[src/rtl/txb_pkg.sv]
package txb_pkg;
  typedef enum logic [1:0] {
    ST_IDLE  = 2'd0,
    ST_START = 2'd1,
    ST_DATA  = 2'd2,
    ST_STOP  = 2'd3
  } txb_state_e;
endpackage

[src/rtl/txb_fifo.sv]
module txb_fifo #(
  parameter int DEPTH = 20,
  parameter int W     = 8,
  localparam int AW   = (DEPTH > 1) ? $clog2(DEPTH) : 1,
  localparam int CW   = $clog2(DEPTH + 1)
) (
  input  logic          clk,
  input  logic          rst_n,
  input  logic          push,
  input  logic [W-1:0]  push_data,
  input  logic          pop,
  output logic [W-1:0]  head,
  output logic [CW-1:0] count,
  output logic          full,
  output logic          empty
);
  logic [W-1:0]  mem [DEPTH];
  logic [AW-1:0] wr_ptr, rd_ptr;
  logic          do_push, do_pop;

  assign full    = (count == CW'(DEPTH));
  assign empty   = (count == '0);
  assign do_push = push && !full;
  assign do_pop  = pop && !empty;
  assign head    = mem[rd_ptr];

  always_ff @(posedge clk) begin
    if (do_push) mem[wr_ptr] <= push_data;
  end

  always_ff @(posedge clk or negedge rst_n) begin
    if (!rst_n) begin
      wr_ptr <= '0;
      rd_ptr <= '0;
      count  <= '0;
    end else begin
      if (do_push) wr_ptr <= (wr_ptr == AW'(DEPTH - 1)) ? '0 : wr_ptr + 1'b1;
      if (do_pop)  rd_ptr <= (rd_ptr == AW'(DEPTH - 1)) ? '0 : rd_ptr + 1'b1;
      case ({do_push, do_pop})
        2'b10:   count <= count + 1'b1;
        2'b01:   count <= count - 1'b1;
        default: count <= count;
      endcase
    end
  end
endmodule

[src/rtl/txb_cell_cnt.sv]
module txb_cell_cnt #(
  parameter int SUBS = 16,
  localparam int CLW = $clog2(SUBS)
) (
  input  logic clk,
  input  logic rst_n,
  input  logic hold,
  input  logic tick,
  output logic cell_end
);
  logic [CLW-1:0] cnt;
  logic           at_top;

  assign at_top   = (cnt == CLW'(SUBS - 1));
  assign cell_end = !hold && tick && at_top;

  always_ff @(posedge clk or negedge rst_n) begin
    if (!rst_n)     cnt <= '0;
    else if (hold)  cnt <= '0;
    else if (tick)  cnt <= at_top ? '0 : cnt + 1'b1;
  end
endmodule

[src/rtl/txb_bit_cnt.sv]
module txb_bit_cnt #(
  parameter int BCW = 4
) (
  input  logic           clk,
  input  logic           rst_n,
  input  logic           adv,
  input  logic           clr,
  output logic [BCW-1:0] cnt
);
  always_ff @(posedge clk or negedge rst_n) begin
    if (!rst_n)    cnt <= '0;
    else if (clr)  cnt <= '0;
    else if (adv)  cnt <= cnt + 1'b1;
  end
endmodule

[src/rtl/txb_ctrl.sv]
module txb_ctrl
  import txb_pkg::*;
#(
  parameter int DATA_BITS = 8,
  parameter int BCW       = 4
) (
  input  logic           clk,
  input  logic           rst_n,
  input  logic           empty,
  input  logic           cell_end,
  input  logic [BCW-1:0] bit_cnt,
  output txb_state_e     state,
  output logic           pop,
  output logic           cell_hold,
  output logic           bit_adv,
  output logic           bit_clr
);
  txb_state_e nxt;
  logic       last_bit;

  assign last_bit = (bit_cnt == BCW'(DATA_BITS - 1));

  always_comb begin
    nxt = state;
    pop = 1'b0;
    unique case (state)
      ST_IDLE: if (!empty) begin
        nxt = ST_START;
        pop = 1'b1;
      end
      ST_START: if (cell_end) nxt = ST_DATA;
      ST_DATA:  if (cell_end && last_bit) nxt = ST_STOP;
      ST_STOP:  if (cell_end) begin
        if (!empty) begin
          nxt = ST_START;
          pop = 1'b1;
        end else begin
          nxt = ST_IDLE;
        end
      end
      default: nxt = ST_IDLE;
    endcase
  end

  assign cell_hold = (state == ST_IDLE);
  assign bit_clr   = (state == ST_START);
  assign bit_adv   = (state == ST_DATA) && cell_end;

  always_ff @(posedge clk or negedge rst_n) begin
    if (!rst_n) state <= ST_IDLE;
    else        state <= nxt;
  end
endmodule

[src/rtl/uart_txb.sv]
module uart_txb
  import txb_pkg::*;
#(
  parameter int DEPTH     = 20,
  parameter int DATA_BITS = 8,
  parameter int SUBS      = 16,
  parameter int BCW       = 4,
  localparam int CW       = $clog2(DEPTH + 1)
) (
  input  logic                 clk,
  input  logic                 rst_n,
  input  logic                 in_valid,
  output logic                 in_ready,
  input  logic [DATA_BITS-1:0] in_data,
  output logic                 full,
  output logic                 empty,
  input  logic                 sub_tick,
  output logic                 tx_line,
  output logic                 busy
);
  logic [DATA_BITS-1:0] head;
  logic [DATA_BITS-1:0] shreg;
  logic [CW-1:0]        occ;
  logic [BCW-1:0]       bit_cnt;
  logic                 pop, cell_hold, cell_end, bit_adv, bit_clr;
  txb_state_e           state;

  txb_fifo #(.DEPTH(DEPTH), .W(DATA_BITS)) u_store (
    .clk(clk), .rst_n(rst_n),
    .push(in_valid), .push_data(in_data),
    .pop(pop), .head(head), .count(occ),
    .full(full), .empty(empty)
  );

  txb_cell_cnt #(.SUBS(SUBS)) u_cell (
    .clk(clk), .rst_n(rst_n),
    .hold(cell_hold), .tick(sub_tick), .cell_end(cell_end)
  );

  txb_bit_cnt #(.BCW(BCW)) u_bits (
    .clk(clk), .rst_n(rst_n),
    .adv(bit_adv), .clr(bit_clr), .cnt(bit_cnt)
  );

  txb_ctrl #(.DATA_BITS(DATA_BITS), .BCW(BCW)) u_ctrl (
    .clk(clk), .rst_n(rst_n),
    .empty(empty), .cell_end(cell_end), .bit_cnt(bit_cnt),
    .state(state), .pop(pop), .cell_hold(cell_hold),
    .bit_adv(bit_adv), .bit_clr(bit_clr)
  );

  always_ff @(posedge clk or negedge rst_n) begin
    if (!rst_n)                     shreg <= '0;
    else if (pop)                   shreg <= head;
    else if (bit_adv)               shreg <= shreg >> 1;
  end

  always_comb begin
    unique case (state)
      ST_START: tx_line = 1'b0;
      ST_DATA:  tx_line = shreg[0];
      default:  tx_line = 1'b1;
    endcase
  end

  assign busy     = (state != ST_IDLE);
  assign in_ready = !full;
endmodule

[config.mk]
export PLATFORM = sky130hd
export DESIGN_NAME = uart_txb
export DESIGN_NICKNAME = d
export VERILOG_FILES = /design/src/rtl/txb_pkg.sv /design/src/rtl/txb_fifo.sv /design/src/rtl/txb_cell_cnt.sv /design/src/rtl/txb_bit_cnt.sv /design/src/rtl/txb_ctrl.sv /design/src/rtl/uart_txb.sv
export SDC_FILE = /design/constraint.sdc
export NUM_CORES = 1
export LEC_CHECK = 0
export ABC_CLOCK_PERIOD_IN_PS = 4850
export BUFFER_PORTS_ARGS = -buffer_cell sky130_fd_sc_hd__buf_4
export CAP_MARGIN = 20
export CORE_ASPECT_RATIO = 1.4
export CORE_MARGIN = 2
export CORE_UTILIZATION = 40
export CTS_BUF_LIST = sky130_fd_sc_hd__clkbuf_4
export CTS_CLUSTER_SIZE = 20
export DETAILED_ROUTE_END_ITERATION = 10
export PLACE_DENSITY = 0.58
export REMOVE_ABC_BUFFERS = 1
export SETUP_SLACK_MARGIN = 0.5
export SYNTH_ARGS = -nofsm -noshare
export SYNTH_HDL_FRONTEND = slang
export SYNTH_HIERARCHICAL = 1
export SYNTH_SLANG_ARGS = --single-unit
[constraint.sdc]
create_clock -name clk -period 4.85 [get_ports clk]
set_clock_uncertainty 0.2 [all_clocks]
set_input_delay 0.2425 -clock clk [delete_from_list [all_inputs] [get_ports clk]]
set_output_delay 0.2425 -clock clk [all_outputs]
set_load 0.01 [all_outputs]
Word-level counts from Yosys, hierarchy flattened
Memories as Yosys holds them, arrays and structs flattened. Index checks and enable logic that the tools add are counted.

Register bits after elaboration: 33. Bits in writable memories: 160. Memories kept: 1. Logic and storage cells: 67.

Memory list: u_store.mem (words 20, bits a word 8, read ports 1, clocked after memory_dff 0, wr ports 1, line txb_fifo.sv:17) `logic [W-1:0] mem [DEPTH];`.

Add/sub/neg operators: 6. Multiplexer cells: 22. Reductions and logical operators: 17. Equal/unequal tests: 14.

Operators by type and width (number): $mux W4 (5); $mux W8 (2); $add A5 B1 Y5 const B (3); $eq A5 B5 Y1 const B (3); $mux W5 (2); $pmux W5 S2 (1); $reduce_bool A2 Y1 (5); $add A4 B1 Y4 const B (2); $mux W2 (4); $pmux W2 S4 (1); $eq A2 B2 Y1 const B (3); $logic_and A1 B1 Y1 (6); $ne A2 B1 Y1 const B (3); $logic_not A5 Y1 (1); $mux W1 (5); $sub A5 B1 Y5 const B (1); $eq A2 B1 Y1 const B (2); $eq A4 B3 Y1 const B (1); $eq A4 B4 Y1 const B (1); $pmux W1 S2 (2); $reduce_and A4 Y1 (1); $logic_not A1 Y1 (3); $logic_not A2 Y1 (1); $ne A2 B2 Y1 const B (1).

Depth between registers and ports, before layout
Depth after elaboration: 9. Depth in mapped cells: 13.

By module
The synthesis kept the hierarchy.

By module, submodules not included: txb_fifo (cells an instance 417, times used 1, area an instance 7144.4 um^2); uart_txb (cells an instance 38, times used 1, area an instance 392.9 um^2); txb_ctrl (cells an instance 23, times used 1, area an instance 222.7 um^2); txb_cell_cnt (cells an instance 22, times used 1, area an instance 206.4 um^2); txb_bit_cnt (cells an instance 16, times used 1, area an instance 192.7 um^2).

Worst setup path before layout
OpenSTA, ideal clock, no wires.

Path type: register to register. Start: register u_ctrl.state[0]. End: register u_store.count[4]. Period minus slack after synthesis: 3.585 ns. Required time: 4.570 ns. Path slack: 1.265 ns. Data arrival time: 3.305 ns. Cell stages (with the launch flop): 14. Setup time: 0.080 ns. Path through: dfrtp_1 inv_1 ha_1 nor3_1 a21oi_1 nor3_1 o31ai_2 inv_1 ha_1 ha_1 a21o_1 a21oi_1 mux2i_1 xnor2_1.

Longest elaborated chain between the ends: 9.

RTL lines: start, declared (line txb_ctrl.sv:12) `output txb_state_e state,`; start signal, assigned (line txb_ctrl.sv:51) `else state <= nxt;`; $logic_not A2 Y1 (*) (line txb_ctrl.sv:45) `assign cell_hold = (state == ST_IDLE);`; net cell_hold (line uart_txb.sv:25) `logic pop, cell_hold, cell_end, bit_adv, bit_clr;`; $logic_not A1 Y1 (*) (line txb_cell_cnt.sv:15) `assign cell_end = !hold && tick && at_top;`; $logic_and A1 B1 Y1 (*) (2 in a row) (line txb_cell_cnt.sv:15); net cell_end (line uart_txb.sv:25); $mux W1 (*) (line txb_ctrl.sv:33) `ST_STOP: if (cell_end) begin`; $pmux W1 S2 (*) (line txb_ctrl.sv:26) `unique case (state)`; net pop (line uart_txb.sv:25); $logic_and A1 B1 Y1 (*) (line txb_fifo.sv:24) `assign do_pop = pop && !empty;`; net u_store.do_pop (line txb_fifo.sv:19) `logic do_push, do_pop;`; $eq A2 B1 Y1 / $eq A2 B2 Y1 (equally long branches) (line txb_fifo.sv:39) `case ({do_push, do_pop})`; $pmux W5 S2 / $reduce_bool A2 Y1 (equally long branches); end signal, assigned (line txb_fifo.sv:40) `2'b10: count <= count + 1'b1;`; end signal, assigned (line txb_fifo.sv:41) `2'b01: count <= count - 1'b1;`; end signal, assigned (line txb_fifo.sv:42) `default: count <= count;`; end, declared (line txb_fifo.sv:13) `output logic [CW-1:0] count,`.

The timed path passes the listed nets; every way through them passes the cells marked *. A chain may end at the register's enable or synchronous reset.

Final worst setup path
Start: register u_store.count[0]. End: register u_store.count[4].

Longest elaborated chain between the ends: 7.

RTL lines: $logic_not A5 Y1 (*) (line txb_fifo.sv:22) `assign empty = (count == '0);`; $mux W1 (*) (line txb_ctrl.sv:27, txb_ctrl.sv:34); $mux W1 (line txb_ctrl.sv:33); $pmux W1 S2 (*) (line txb_ctrl.sv:26); net pop (line uart_txb.sv:25); $logic_and A1 B1 Y1 (*) (line txb_fifo.sv:24); net u_store.do_pop (line txb_fifo.sv:19); $eq A2 B1 Y1 / $eq A2 B2 Y1 (equally long branches) (line txb_fifo.sv:39); $pmux W5 S2 / $reduce_bool A2 Y1 (equally long branches).

Marked as above.

==> flow_metrics.env <==
export IMPL_clock_latency_ps=580
export IMPL_synth_seq_cells=193
export IMPL_drt_iter0_drc=294
export IMPL_p_per_area_nw_per_um2=486
export IMPL_crit_fanout=18
export IMPL_start_kind="register"
export IMPL_synth_area_mux_share_pct=11.5
export IMPL_routabilityCongestion=0.774
export IMPL_max_vdd_ir_drop_uv=176
export IMPL_crit_slowest_cell="nor3_1"
export IMPL_min_period_over_period_pct=76.3
export IMPL_syn_inst=516
export IMPL_worst_setup_path_type="register to register"
export IMPL_tritoncts="built"
export IMPL_cellLeakagePower_nw=3.06
export IMPL_finalPower_mw=4.35
export IMPL_post_drt_wl_per_cell_um=20.6
export IMPL_ctsHtreeMaxLevel=4
export IMPL_cts_clk_slew_worst_paths_ps=150
export IMPL_endpoint_kind="register"
export IMPL_track_usage_pct=16.0
export IMPL_synth_compound_area_share_pct=7.01
export IMPL_whs_ps=324
export IMPL_grt_setup_unrepaired="no"
export IMPL_status="finished clean"
export IMPL_antenna_found_initial=1
export IMPL_rows=61
export IMPL_grt_pass1_wl_um=26100
export IMPL_die_h_um=173
export IMPL_nets=576
export IMPL_synthDistinctLibCells=49
export IMPL_num_vias=4443
export IMPL_hold_buffers=13
export IMPL_root_buffer="clkbuf_4"
export IMPL_area_delta_synth_final_pct=9.54
export IMPL_post_place_cells=767
export IMPL_synth_area_leaders="edfxtp_1 59%, dfrtp_1 10%, mux2i_1 5.4%, mux4_2 4.4%, ha_1 2.5%"
export IMPL_syn_area_um2=8160
export IMPL_die_area_um2=21600
export IMPL_tns_ps=0
export IMPL_crit_family="simple AND/OR/NAND/NOR gates"
export IMPL_ioPinCount=17
export IMPL_synth_most_common_cell="edfxtp_1"
export IMPL_fin_util_pct=44.9
export IMPL_worst_slew_pin_slew_ps=1080
export IMPL_drive_above_1_share_pct=16.3
export IMPL_ant_nets=0
export IMPL_dp_hpwl_um=11300
export IMPL_drv_slew=0
export IMPL_crit_buf_inv=2
export IMPL_max_cap_violations=0
export IMPL_drt_total_wl_um=16700
export IMPL_ctsResizeCount=0
export IMPL_synthSimpleGateAreaFrac_pct=6.67
export IMPL_fmax_ghz=0.270
export IMPL_core_um2=19900
export IMPL_grt_overflow_total=0
export IMPL_viasPerCell=5.46
export IMPL_ys_async_sr_fraction_pct=17.1
export IMPL_drc=0
export IMPL_ys_warn_count=6
export IMPL_cts_buffer_depth=2
export IMPL_final_cell_count_no_fill=813
export IMPL_first_pass_iters=5
export IMPL_grt_max_degree=34
export IMPL_min_path_type="input pin to register"
export IMPL_yosysSeqAreaShare_pct=69.0
export IMPL_initial_utilization_pct=41.0
export IMPL_crit_required_ps=5150
export IMPL_synth_edff_count=160
export IMPL_synth_largest_area_cell="edfxtp_1"
export IMPL_synth_top_area_share_pct=58.9
export IMPL_final_hold_viol_count=0
export IMPL_cts_sinks=193
export IMPL_setup_viol=0
export IMPL_fin_crit_ps=3700
export IMPL_synth_top_family_by_area="multiplexers"
export IMPL_path_cells="or3_1, nor3_1, nor3_2, buf_4, o31ai_2, inv_1, ha_1, fa_1, a21o_1, a21oi_1, mux2i_1, xnor2_1"
export IMPL_numCtsBuffers=17
export IMPL_arrival_ps=4010
export IMPL_synth_xor_area_share_pct=0.859
export IMPL_post_cts_buffers=0
export IMPL_yosys_top_cells_count="160 x edfxtp_1, 44 x mux2i_1, 33 x dfrtp_1"
export IMPL_slew_headroom_pct=27.7
export IMPL_numPortBuffers=16
export IMPL_cpPeakStageDelay_ps=510
export IMPL_synth_fa_ha_area_share_pct=2.70
export IMPL_grt_pass1_vias=4531
export IMPL_die_x_um=125
export IMPL_syn_avg_cell_area_um2=15.8
export IMPL_synth_flop_cell="edfxtp_1"
cell type report:
| type | instances | area (µm²) |
|---|---|---|
| sequential | 193 | 5630 |
| tap | 252 | 315 |
| fill | 1744 | 11000 |
| clock buffer | 17 | 128 |
| clock inverter | 15 | 165 |
| timing repair buffer | 33 | 290 |
| antenna | 1 | 2.50 |
| inverter | 14 | 52.6 |
| multi-input combinational | 288 | 2350 |
logic make-up (layout without fill, tap and decap cells):
group	Yosys count	count (layout)
simple gates	110	110
flops	193	193
other cells	0	1
fa+ha+maj	17	17
xor+xnor	8	8
buf+inv	35	79
mux	72	72
compound gates	81	81
cell usage in the layout (no fill, tap or decap), types with 8 or more instances in the layout:
cell | Yosys | routed
edfxtp_1 | 160 | 160
mux2i_1 | 44 | 44
dfrtp_1 | 33 | 31
nor2_1 | 30 | 30
o22ai_1 | 24 | 24
nand2_1 | 22 | 22
buf_4 | 5 | 20
clkbuf_4 | 0 | 17
ha_1 | 16 | 16
mux4_2 | 16 | 16
inv_1 | 14 | 14
nor3_1 | 15 | 14
dlygate4sd3_1 | 0 | 12
nand2b_1 | 11 | 11
nor2b_1 | 11 | 11
a21oi_1 | 11 | 11
mux2_2 | 10 | 10
a211oi_1 | 9 | 9
o41a_1 | 8 | 8
routing by layer:
metal	vias to the layer above	track usage, %	part of all wire (%)
met3	23	3.40	3.2
met2	99	28.6	53
li1	2064	-	-
met1	2257	18.9	41
met4	0	6.32	2.6
met5	-	0	0
worst min-delay path, cell delays in order:
cell and delay, ps:
dlygate4sd3_1 540, buf_4 160, nand3b_1 80, a21oi_1 50
state kept, by name (all words and copies together), names as in the netlist:
name and cells:
u_ctrl/state 2, shreg 8, u_store/rd_ptr 5, u_store/mem 160, u_store/count 5, u_cell/cnt 4, u_bits/cnt 4, u_store/wr_ptr 5
worst paths after layout:
path                                   from                 to  slack (ps)  depth (start not counted)
max                        u_store/count[0]   u_store/count[4]        1150                         12
min reg2reg                        shreg[4]           shreg[4]         370                          2
max in group asynchronous             rst_n  u_store/rd_ptr[0]        3790                          4
max reg2reg                u_store/count[0]   u_store/count[4]        1150                         12
min in group asynchronous             rst_n      u_cell/cnt[3]         460                          4
min                                sub_tick      u_cell/cnt[0]         320                          4
per-stage QoR:
stage	setup slack, ps	cell area [µm²]
after floorplan	841	8030
after global placement	1250	8500
after detailed placement	1160	8500
after CTS	1100	8930
after global routing	860	8940
final	1150	8940
where the power goes:
group	total (mW)	internal [mW]	switching [mW]	leakage [nW]
clock	0.864	0.280	0.584	0.147
combinational	1.27	0.583	0.688	1.06
sequential	2.21	1.97	0.237	1.85
total	4.35	2.84	1.51	3.06
Power figures use the tool's default switching activity.
